===== src/rtl/dmaregs_pkg.sv =====
package dmaregs_pkg;
  localparam int SLOT_W = 4;
  localparam int HADDR_W = SLOT_W + 1;
  localparam int PTR_NUM = 4;
  localparam int CNT_NUM = 6;

  localparam logic [SLOT_W-1:0] SL_NDP   = 4'd0;
  localparam logic [SLOT_W-1:0] SL_START = 4'd1;
  localparam logic [SLOT_W-1:0] SL_CFG   = 4'd2;
  localparam logic [SLOT_W-1:0] SL_XC    = 4'd4;
  localparam logic [SLOT_W-1:0] SL_XM    = 4'd5;
  localparam logic [SLOT_W-1:0] SL_YC    = 4'd6;
  localparam logic [SLOT_W-1:0] SL_YM    = 4'd7;
  localparam logic [SLOT_W-1:0] SL_CDP   = 4'd8;
  localparam logic [SLOT_W-1:0] SL_CA    = 4'd9;
  localparam logic [SLOT_W-1:0] SL_STS   = 4'd10;
  localparam logic [SLOT_W-1:0] SL_PMAP  = 4'd11;
  localparam logic [SLOT_W-1:0] SL_CXC   = 4'd12;
  localparam logic [SLOT_W-1:0] SL_CYC   = 4'd14;

  localparam int STS_DONE = 0;
  localparam int STS_ERR  = 1;
  localparam int STS_RUN  = 3;

  // pointer index: 0 next desc, 1 start, 2 current desc, 3 current addr
  // count index: 0 X count, 1 X stride, 2 Y count, 3 Y stride, 4 cur X, 5 cur Y
  typedef struct packed {
    logic [PTR_NUM-1:0] wrPtr;
    logic [CNT_NUM-1:0] wrCnt;
    logic wrCfg;
    logic wrPmap;
    logic clrSts;
    logic loHalf;
    logic hiHalf;
  } regStb_t;
endpackage


===== src/rtl/dmaregs_ctrl.sv =====
module dmaregs_ctrl
  import dmaregs_pkg::*;
#(
  parameter int EN_BIT = 0,
  parameter int DIR_BIT = 1
) (
  input  logic               clk,
  input  logic               rst,
  input  logic               busSel,
  input  logic               busWr,
  input  logic [HADDR_W-1:0] busHalfAddr,
  input  logic               busSize32,
  input  logic [31:0]        busWData,
  input  logic               runQ,
  input  logic               ctypeQ,
  output regStb_t            stb,
  output logic [31:0]        wrData,
  output logic               startPulse,
  output logic               stopPulse,
  output logic               badAccess
);
  logic wrEn;
  logic openWr;
  logic isRsv;
  logic [SLOT_W-1:0] slot;

  assign wrEn   = busSel && busWr;
  assign openWr = wrEn && !runQ;
  assign slot   = busHalfAddr[HADDR_W-1:1];
  assign wrData = busSize32 ? busWData : {busWData[15:0], busWData[15:0]};

  always_comb begin
    stb = '0;
    isRsv = 1'b0;
    stb.loHalf = busSize32 || !busHalfAddr[0];
    stb.hiHalf = busSize32 || busHalfAddr[0];
    case (slot)
      SL_NDP:   stb.wrPtr[0] = openWr;
      SL_START: stb.wrPtr[1] = openWr;
      SL_CDP:   stb.wrPtr[2] = openWr;
      SL_CA:    stb.wrPtr[3] = openWr;
      SL_XC:    stb.wrCnt[0] = openWr && stb.loHalf;
      SL_XM:    stb.wrCnt[1] = openWr && stb.loHalf;
      SL_YC:    stb.wrCnt[2] = openWr && stb.loHalf;
      SL_YM:    stb.wrCnt[3] = openWr && stb.loHalf;
      SL_CXC:   stb.wrCnt[4] = openWr && stb.loHalf;
      SL_CYC:   stb.wrCnt[5] = openWr && stb.loHalf;
      SL_CFG:   stb.wrCfg    = wrEn && stb.loHalf;
      SL_STS:   stb.clrSts   = wrEn && stb.loHalf;
      SL_PMAP:  stb.wrPmap   = openWr && stb.loHalf;
      default:  isRsv        = wrEn;
    endcase
  end

  always_ff @(posedge clk) begin
    if (rst) begin
      startPulse <= 1'b0;
      stopPulse  <= 1'b0;
      badAccess  <= 1'b0;
    end else begin
      startPulse <= stb.wrCfg && wrData[EN_BIT] && (!ctypeQ || wrData[DIR_BIT]);
      stopPulse  <= stb.wrCfg && !wrData[EN_BIT];
      badAccess  <= isRsv;
    end
  end

  // a launch request always comes with the run bit set
  a_r7_start_runs: assert property (@(posedge clk) disable iff (rst)
    startPulse |-> runQ);
  // a cancel request always comes with the run bit clear
  a_r6_stop_idle: assert property (@(posedge clk) disable iff (rst)
    stopPulse |-> !runQ);
  // a reserved write is never taken as a configuration write
  a_r10_rsv_no_pulse: assert property (@(posedge clk) disable iff (rst)
    badAccess |-> !(startPulse || stopPulse));
endmodule


===== src/rtl/dmaregs_dp.sv =====
module dmaregs_dp
  import dmaregs_pkg::*;
#(
  parameter logic [15:0] PMAP_RESET = 16'h0040,
  parameter int CTYPE_BIT = 6,
  parameter int EN_BIT = 0
) (
  input  logic               clk,
  input  logic               rst,
  input  regStb_t            stb,
  input  logic [31:0]        wrData,
  input  logic [HADDR_W-1:0] rdHalfAddr,
  input  logic               rdSize32,
  input  logic               seqLoad,
  input  logic [31:0]        seqDesc,
  input  logic [31:0]        seqAddr,
  input  logic [15:0]        seqXCnt,
  input  logic [15:0]        seqYCnt,
  input  logic               seqSetDone,
  input  logic               seqSetErr,
  input  logic               seqHalt,
  output logic [31:0]        rdData,
  output logic               runQ,
  output logic               doneQ,
  output logic               errQ,
  output logic               ctypeQ,
  output logic [31:0]        nextDescPtr,
  output logic [31:0]        startAddr,
  output logic [31:0]        currDescPtr,
  output logic [31:0]        currAddr,
  output logic [15:0]        cfgReg,
  output logic [15:0]        xCount,
  output logic [15:0]        xModify,
  output logic [15:0]        yCount,
  output logic [15:0]        yModify,
  output logic [15:0]        currXCount,
  output logic [15:0]        currYCount,
  output logic [15:0]        periphMap
);
  localparam logic [15:0] CT_MASK = 16'(1) << CTYPE_BIT;

  logic [31:0] ptrQ [PTR_NUM];
  logic [31:0] ptrSeq [PTR_NUM];
  logic [PTR_NUM-1:0] ptrLd;
  logic [15:0] cntQ [CNT_NUM];
  logic [15:0] cntSeq [CNT_NUM];
  logic [CNT_NUM-1:0] cntLd;
  logic [15:0] cfgQ;
  logic [15:0] pmapQ;
  logic [31:0] fullWord;

  assign ptrLd = {seqLoad, seqLoad, 2'b00};
  assign cntLd = {seqLoad, seqLoad, 4'b0000};

  always_comb begin
    ptrSeq[0] = '0;
    ptrSeq[1] = '0;
    ptrSeq[2] = seqDesc;
    ptrSeq[3] = seqAddr;
    for (int i = 0; i < 4; i++) cntSeq[i] = '0;
    cntSeq[4] = seqXCnt;
    cntSeq[5] = seqYCnt;
  end

  for (genvar g = 0; g < PTR_NUM; g++) begin : g_ptr
    always_ff @(posedge clk) begin
      if (rst) begin
        ptrQ[g] <= '0;
      end else if (ptrLd[g]) begin
        ptrQ[g] <= ptrSeq[g];
      end else if (stb.wrPtr[g]) begin
        if (stb.loHalf) ptrQ[g][15:0]  <= wrData[15:0];
        if (stb.hiHalf) ptrQ[g][31:16] <= wrData[31:16];
      end
    end
  end

  for (genvar g = 0; g < CNT_NUM; g++) begin : g_cnt
    always_ff @(posedge clk) begin
      if (rst) begin
        cntQ[g] <= '0;
      end else if (cntLd[g]) begin
        cntQ[g] <= cntSeq[g];
      end else if (stb.wrCnt[g]) begin
        cntQ[g] <= wrData[15:0];
      end
    end
  end

  always_ff @(posedge clk) begin
    if (rst) begin
      cfgQ  <= '0;
      pmapQ <= PMAP_RESET;
      runQ  <= 1'b0;
      doneQ <= 1'b0;
      errQ  <= 1'b0;
    end else begin
      if (stb.wrCfg) cfgQ <= wrData[15:0];
      if (stb.wrPmap) pmapQ <= (wrData[15:0] & ~CT_MASK) | (pmapQ & CT_MASK);
      if (stb.wrCfg) runQ <= wrData[EN_BIT];
      else if (seqHalt) runQ <= 1'b0;
      if (seqSetDone) doneQ <= 1'b1;
      else if (stb.clrSts && wrData[STS_DONE]) doneQ <= 1'b0;
      if (seqSetErr) errQ <= 1'b1;
      else if (stb.clrSts && wrData[STS_ERR]) errQ <= 1'b0;
    end
  end

  always_comb begin
    case (rdHalfAddr[HADDR_W-1:1])
      SL_NDP:   fullWord = ptrQ[0];
      SL_START: fullWord = ptrQ[1];
      SL_CDP:   fullWord = ptrQ[2];
      SL_CA:    fullWord = ptrQ[3];
      SL_CFG:   fullWord = {16'h0, cfgQ};
      SL_XC:    fullWord = {16'h0, cntQ[0]};
      SL_XM:    fullWord = {16'h0, cntQ[1]};
      SL_YC:    fullWord = {16'h0, cntQ[2]};
      SL_YM:    fullWord = {16'h0, cntQ[3]};
      SL_CXC:   fullWord = {16'h0, cntQ[4]};
      SL_CYC:   fullWord = {16'h0, cntQ[5]};
      SL_STS:   fullWord = {28'h0, runQ, 1'b0, errQ, doneQ};
      SL_PMAP:  fullWord = {16'h0, pmapQ};
      default:  fullWord = '0;
    endcase
    if (rdSize32) rdData = fullWord;
    else rdData = {16'h0, rdHalfAddr[0] ? fullWord[31:16] : fullWord[15:0]};
  end

  assign ctypeQ      = pmapQ[CTYPE_BIT];
  assign nextDescPtr = ptrQ[0];
  assign startAddr   = ptrQ[1];
  assign currDescPtr = ptrQ[2];
  assign currAddr    = ptrQ[3];
  assign xCount      = cntQ[0];
  assign xModify     = cntQ[1];
  assign yCount      = cntQ[2];
  assign yModify     = cntQ[3];
  assign currXCount  = cntQ[4];
  assign currYCount  = cntQ[5];
  assign cfgReg      = cfgQ;
  assign periphMap   = pmapQ;

  // set-up registers frozen while the channel runs
  a_r3_ndp_locked: assert property (@(posedge clk) disable iff (rst)
    runQ |=> $stable(nextDescPtr));
  a_r3_start_locked: assert property (@(posedge clk) disable iff (rst)
    runQ |=> $stable(startAddr));
  // peripheral-type bit survives a map write
  a_r4_ctype_kept: assert property (@(posedge clk) disable iff (rst)
    stb.wrPmap |=> $stable(ctypeQ));
  // done stays set unless cleared by a one
  a_r5_done_sticky: assert property (@(posedge clk) disable iff (rst)
    (doneQ && !(stb.clrSts && wrData[STS_DONE])) |=> doneQ);
  a_r5_set_wins: assert property (@(posedge clk) disable iff (rst)
    seqSetDone |=> doneQ);
  // halt without a configuration write stops the channel
  a_r11_halt: assert property (@(posedge clk) disable iff (rst)
    (seqHalt && !stb.wrCfg) |=> !runQ);
endmodule


===== src/rtl/dma_chan_regs.sv =====
module dma_chan_regs
  import dmaregs_pkg::*;
#(
  parameter logic [15:0] PMAP_RESET = 16'h0040,
  parameter int CTYPE_BIT = 6,
  parameter int EN_BIT = 0,
  parameter int DIR_BIT = 1
) (
  input  logic               clk,
  input  logic               rst,
  input  logic               busSel,
  input  logic               busWr,
  input  logic [HADDR_W-1:0] busHalfAddr,
  input  logic               busSize32,
  input  logic [31:0]        busWData,
  output logic [31:0]        busRData,
  input  logic               seqLoad,
  input  logic [31:0]        seqDesc,
  input  logic [31:0]        seqAddr,
  input  logic [15:0]        seqXCnt,
  input  logic [15:0]        seqYCnt,
  input  logic               seqSetDone,
  input  logic               seqSetErr,
  input  logic               seqHalt,
  output logic               startPulse,
  output logic               stopPulse,
  output logic               badAccess,
  output logic               chanRun,
  output logic               doneFlag,
  output logic               errFlag,
  output logic [31:0]        nextDescPtr,
  output logic [31:0]        startAddr,
  output logic [15:0]        cfgReg,
  output logic [15:0]        xCount,
  output logic [15:0]        xModify,
  output logic [15:0]        yCount,
  output logic [15:0]        yModify,
  output logic [31:0]        currDescPtr,
  output logic [31:0]        currAddr,
  output logic [15:0]        periphMap,
  output logic [15:0]        currXCount,
  output logic [15:0]        currYCount
);
  regStb_t stb;
  logic [31:0] wrData;
  logic ctypeQ;

  dmaregs_ctrl #(.EN_BIT(EN_BIT), .DIR_BIT(DIR_BIT)) ctrl_i (
    .clk(clk), .rst(rst), .busSel(busSel), .busWr(busWr),
    .busHalfAddr(busHalfAddr), .busSize32(busSize32), .busWData(busWData),
    .runQ(chanRun), .ctypeQ(ctypeQ), .stb(stb), .wrData(wrData),
    .startPulse(startPulse), .stopPulse(stopPulse), .badAccess(badAccess)
  );

  dmaregs_dp #(.PMAP_RESET(PMAP_RESET), .CTYPE_BIT(CTYPE_BIT), .EN_BIT(EN_BIT)) dp_i (
    .clk(clk), .rst(rst), .stb(stb), .wrData(wrData),
    .rdHalfAddr(busHalfAddr), .rdSize32(busSize32),
    .seqLoad(seqLoad), .seqDesc(seqDesc), .seqAddr(seqAddr),
    .seqXCnt(seqXCnt), .seqYCnt(seqYCnt), .seqSetDone(seqSetDone),
    .seqSetErr(seqSetErr), .seqHalt(seqHalt), .rdData(busRData),
    .runQ(chanRun), .doneQ(doneFlag), .errQ(errFlag), .ctypeQ(ctypeQ),
    .nextDescPtr(nextDescPtr), .startAddr(startAddr),
    .currDescPtr(currDescPtr), .currAddr(currAddr), .cfgReg(cfgReg),
    .xCount(xCount), .xModify(xModify), .yCount(yCount), .yModify(yModify),
    .currXCount(currXCount), .currYCount(currYCount), .periphMap(periphMap)
  );
endmodule


===== config.mk =====
export PLATFORM = sky130hd
export DESIGN_NAME = dma_chan_regs
export DESIGN_NICKNAME = d
export VERILOG_FILES = /design/src/rtl/dmaregs_pkg.sv /design/src/rtl/dmaregs_ctrl.sv /design/src/rtl/dmaregs_dp.sv /design/src/rtl/dma_chan_regs.sv
export SDC_FILE = /design/constraint.sdc
export NUM_CORES = 1
export LEC_CHECK = 0
export BUFFER_PORTS_ARGS = -buffer_cell sky130_fd_sc_hd__buf_2
export CAP_MARGIN = 10
export CORE_AREA = 2 2 171 173
export DETAILED_ROUTE_END_ITERATION = 10
export DIE_AREA = 0 0 173 175
export PLACE_DENSITY = 0.75
export SLEW_MARGIN = 5
export SYNTH_ARGS = -nofsm -noshare
export SYNTH_HDL_FRONTEND = slang
export SYNTH_SLANG_ARGS = --single-unit
export TNS_END_PERCENT = 1

===== constraint.sdc =====
create_clock -name clk -period 7.9 [get_ports clk]
set_clock_uncertainty 0.1 [all_clocks]
set_input_delay 1.58 -clock clk [delete_from_list [all_inputs] [get_ports clk]]
set_output_delay 1.58 -clock clk [all_outputs]
set_load 0.01 [all_outputs]

### After elaboration in Yosys (flattened, before gate mapping)

Memories as Yosys holds them, arrays and structs flattened.
Index checks and enable logic that the tools add are counted.

* equal/unequal tests: 12
* mux-type cells: 96
* bitwise gates (word level): 19
* reduce and logical (&&, ||, !) cells: 21

Operators with widths (count)
* 32-bit case mux with 13 select lines: 1
* 16-bit two-way mux: 17
* 32-bit two-way mux: 4
* 1-bit two-way mux: 74
* 4-bit == test (second input constant): 6
* 1-bit bitwise OR: 18
* 4-bit by 3-bit == test with 1-bit output (second input constant): 4
* 16-bit by 7-bit bitwise OR with 16-bit output: 1
* 14-bit OR reduction: 1
* 1-bit logical AND: 9
* 2-bit nonzero test: 3
* 4-bit by 1-bit == test with 1-bit output (second input constant): 1
* 4-bit by 2-bit == test with 1-bit output (second input constant): 1
* 1-bit logical NOT: 4
* 4-bit logical NOT: 1
* 1-bit logical OR: 3

* register bits after elaboration: 38
* RAM bits: 224
* bits of input ports: 142
* memories: 2

Memory list
* dp_i.ptrQ: words 4, width 32, read ports 4, clocked after memory_dff 0, wr ports 4, RTL line dmaregs_dp.sv:42 `logic [31:0] ptrQ [PTR_NUM];`
* dp_i.cntQ: words 6, width 16, read ports 6, clocked after memory_dff 0, wr ports 6, RTL line dmaregs_dp.sv:45 `logic [15:0] cntQ [CNT_NUM];`

### Depth between registers and ports, before layout

* depth in word-level cells: 9
* gate-level depth with buffers: 8
* mapped depth without buffers: 4

### Modules after synthesis

Synthesis repeated with hierarchy kept, for this count alone.

* cells, all modules: 1086
* area total of the unflattened synthesis: 13449.1 um2

Modules (own cells, without submodules)
* dmaregs_dp: instances 1, cells an instance 1015, area an instance 12871.1 um2
* dmaregs_ctrl: instances 1, cells an instance 71, area an instance 578.1 um2

### Least setup slack after synthesis

OpenSTA, ideal clock, no wires.

* path type: input-to-output
* start point: in busHalfAddr[3]
* end point: out busRData[9]
* data arrival time: 2.994 ns
* data required time: 6.220 ns
* path slack: 3.226 ns
* stages on the path: 7
* cell sequence: buf_4 buf_6 buf_6 or3_4 o22ai_1 nor3_1 a311oi_1

* cells in the longest elaborated chain, start to end: 4

RTL lines
* start, declared: RTL line dma_chan_regs.sv:13 `input logic [HADDR_W-1:0] busHalfAddr,`
* 4-bit == test (tied with other cells): RTL line dmaregs_dp.sv:110 `case (rdHalfAddr[HADDR_W-1:1])`
* 32-bit case mux with 13 select lines (*): RTL line dmaregs_dp.sv:110
* 16-bit two-way mux: RTL line dmaregs_dp.sv:127 `else rdData = {16'h0, rdHalfAddr[0] ? fullWord[31:16] : fullWord[15:0]};`
* 32-bit two-way mux (*): RTL line dmaregs_dp.sv:126 `if (rdSize32) rdData = fullWord;`
* end, declared: RTL line dma_chan_regs.sv:16 `output logic [31:0] busRData,`

Every way passes the cells marked *; elsewhere a longest branch is shown, timed or not.

### Worst setup path in the final report

* start point: in busHalfAddr[4]
* end point: out busRData[9]

The elaborated chain is that of the path after synthesis.

==> flow_summary.yaml <==
worst_setup_path:
  reg2reg_to: "dp_i.ptrQ[2][29]"
  cp_max_fo: 39
  r2r_start: "dp_i.runQ"
  worstPathArrival_ns: 4.61
  crit_top_cell: "buf_2"
  cp_cell_sequence: "buf_2 > nor2b_1 > buf_4 > a221oi_1 > or3_1 > a311oi_1 > buf_2"
  worst_setup_path_start_kind: "primary input"
  critPathKind: "in2out"
  required_ns: 6.22
  rrSetupSlack_ns: 4.43
  worst_path_max_delay_cell: "buf_2"
  end_kind: "primary output"
  r2r_cells: 4
  slowest_delay_ns: 0.71
placement:
  dpl_cell_area_um2: 15300
  dpl_worst_slack_ns: 1.85
  gp_congestion: 0.930
  portBuffers: 434
  dpl.hpwl_um: 42500
clock_tree:
  postCtsHoldBufs: 0
  cts_resized: 0
  clkLatencyLatePin_ns: 0.55
  h-tree-depth: 1
  cts_setup_buffers: 0
  cts_buffers: 28
  clockBufferDepth: 3
  path_clk_slew_ns: 0.06
  clkSinkCount: 261
  root_buffer: "clkbuf_16"
  cts_tree: "built"
logic_synthesis:
  ys_warn_count: 0
  ys_seq_area_frac: 0.575
  synth_seq_cells: 261
  async_flop_share: 0
  syn_nets: 1230
  syn_avg_cell_area_um2: 11.9
  synth-edff-count: 224
  ys_types: 72
  synth_ff_type: "edfxtp_1"
  netlist_area_um2: 13000
  netlist_instances: 1088
detailed_routing:
  route.detailed.drc: 0
  vias: 11876
  drt-initial-drc-count: 1764
  dr.pass1.iters: 9
  via_per_inst: 6.32
  routed_wl_um: 57800
  wl_per_cell_um: 30.8
  antenna_left: 0
timing:
  max-slew-margin-rel: 0.126
  hold_viol: 0
  rsz0062_at_grt: "false"
  slew_violations: 0
  tightest_slew_ns: 1.31
  layout_setup_ws_ns: 1.61
  setup_violations: 0
  finalWorstPathRequiredPeriod_ns: 6.29
  tns_ns: 0
  timing.fmax_ghz: 0.159
  finalCritPeriodShare: 0.797
grt:
  overflow: 0
  grt_pass1_vias: 11372
  antenna_found_initial: 2
  grt_use_total: 0.367
  grt_max_degree: 56
  grt_pass1_wl_um: 80600
worst_hold_path:
  hold_path_end: "dp_i.cfgReg[13]"
  hold_class: "reg2reg"
  holdPathStages: 2
  min_from: "dp_i.cfgReg[13]"
cells_and_area:
  nets: 1614
  final_common_cell: "buf_2"
  antenna_cells: 0
  design_area_um2: 16300
  drive_above_1_share: 0.369
  area_growth_pct: 25.2
  final_cell_mix: "433 x buf_2, 224 x edfxtp_1, 99 x and2_1"
power_and_ir_drop:
  power_w: 0.00350
  powerDensity_nw_per_um2: 215
  ir_worst_vdd_mv: 0.126
  p_leak_nw: 6.76
die:
  start_util: 0.458
  die_w_um: 173
  core-area_um2: 28400
  rows: 62
  ioPinCount: 436
  die_h_um: 175
  dieArea_um2: 30300
status:
  outcome: "completed"
flow_run:
  maxCapViolCount: 0
## per-stage QoR
step	instances	util	hold slack (ns)
floorplan	1088	-	0.388
global placement	1826	0.540	0.352
detailed placement	1826	0.540	0.360
CTS	1878	0.573	0.369
global route	1878	0.573	0.402
finish	1878	0.573	0.374
## where the power goes
| part | switching (W) | internal [W] |
|---|---|---|
| clock | 0.000559 | 0.000801 |
| sequential | 0.0000713 | 0.00158 |
| combinational | 0.000314 | 0.000172 |
| total | 0.000945 | 0.00256 |
## logic make-up (layout without fill, tap and decap cells)
logic type	count (synthesis)	after routing	share of synthesized area
buffers and inverters	110	516	0.0436
AO/OA/AOI/OAI	269	269	0.154
multiplexers	79	79	0.0726
other	1	1	0.000289
flip-flops	261	261	0.575
AND/OR/NAND/NOR	368	368	0.154
## per-layer routing
| layer | up-vias | track usage | routed length (um) |
|---|---|---|---|
| met1 | 5792 | 0.480 | 21200 |
| met2 | 1023 | 0.608 | 27300 |
| li1 | 4898 | - | - |
| met4 | 2 | 0.140 | 2610 |
| met5 | - | 0 | 11 |
| met3 | 161 | 0.0716 | 6670 |
## final cells by class
cell class	count	area [um2]
fill	2481	12100
sequential	261	7470
multi-input combinational	717	4990
timing repair buffer	462	2380
clock buffer	38	800
tap	384	480
clock inverter	14	138
inverter	2	7.51
## cell usage after synthesis, types with 4 or more instances
| library cell | n | area (um2) |
|---|---|---|
| buf_6 | 5 | 56.3 |
| nand2b_1 | 6 | 37.5 |
| a32oi_1 | 6 | 52.6 |
| a221oi_1 | 15 | 131 |
| buf_1 | 4 | 15.0 |
| and3_1 | 8 | 50.1 |
| a211oi_1 | 6 | 45.0 |
| mux2i_1 | 56 | 561 |
| nor3b_1 | 9 | 67.6 |
| mux4_2 | 11 | 248 |
| nand3_1 | 12 | 60.1 |
| nand2_1 | 90 | 338 |
| o21ai_0 | 45 | 225 |
| mux2_2 | 12 | 135 |
| a22o_1 | 74 | 648 |
| nor3_1 | 7 | 35.0 |
| o22a_1 | 5 | 43.8 |
| nand4_1 | 4 | 25.0 |
| nor2b_1 | 14 | 87.6 |
| edfxtp_1 | 224 | 6730 |
| nor4_4 | 4 | 85.1 |
| a21oi_1 | 37 | 185 |
| a22oi_1 | 16 | 120 |
| buf_4 | 20 | 150 |
| and3b_1 | 4 | 35.0 |
| and2_1 | 99 | 619 |
| dfxtp_1 | 37 | 741 |
| nand3b_1 | 11 | 82.6 |
| a31oi_1 | 8 | 50.1 |
| a222oi_1 | 4 | 40.0 |
| o31a_1 | 4 | 35.0 |
| a311oi_1 | 5 | 43.8 |
| o22ai_1 | 4 | 25.0 |
| clkbuf_1 | 46 | 173 |
| a21o_1 | 6 | 45.0 |
| buf_2 | 33 | 165 |
| nor2_1 | 79 | 297 |
## state kept, by name (all words and copies together), names as in the netlist
register and flops:
dp_i.runQ 1, dp_i.ptrQ 128, ctrl_i.stopPulse 1, dp_i.doneQ 1
dp_i.cfgReg 16, ctrl_i.startPulse 1, ctrl_i.badAccess 1, dp_i.errQ 1
dp_i.cntQ 96, dp_i.periphMap 15
## worst max path at each step
stage / endpoint / from / slack [ns] / cells after the start
CTS: busRData[9] / busHalfAddr[4] / 1.85 / 7
finish: busRData[9] / busHalfAddr[4] / 1.61 / 7
global placement: busRData[9] / busHalfAddr[4] / 1.97 / 7
floorplan: busRData[9] / busHalfAddr[3] / 3.23 / 7
global route: busRData[9] / busHalfAddr[4] / 1.64 / 7
detailed placement: busRData[9] / busHalfAddr[4] / 1.85 / 7
## worst max-delay path: cells and delay by family
family / cells / cell delay, ns
buffers and inverters: 3 / 1.23
AND/OR/NAND/NOR: 2 / 1.07
AO/OA/AOI/OAI: 2 / 0.67
Power figures use the tool's default switching activity.
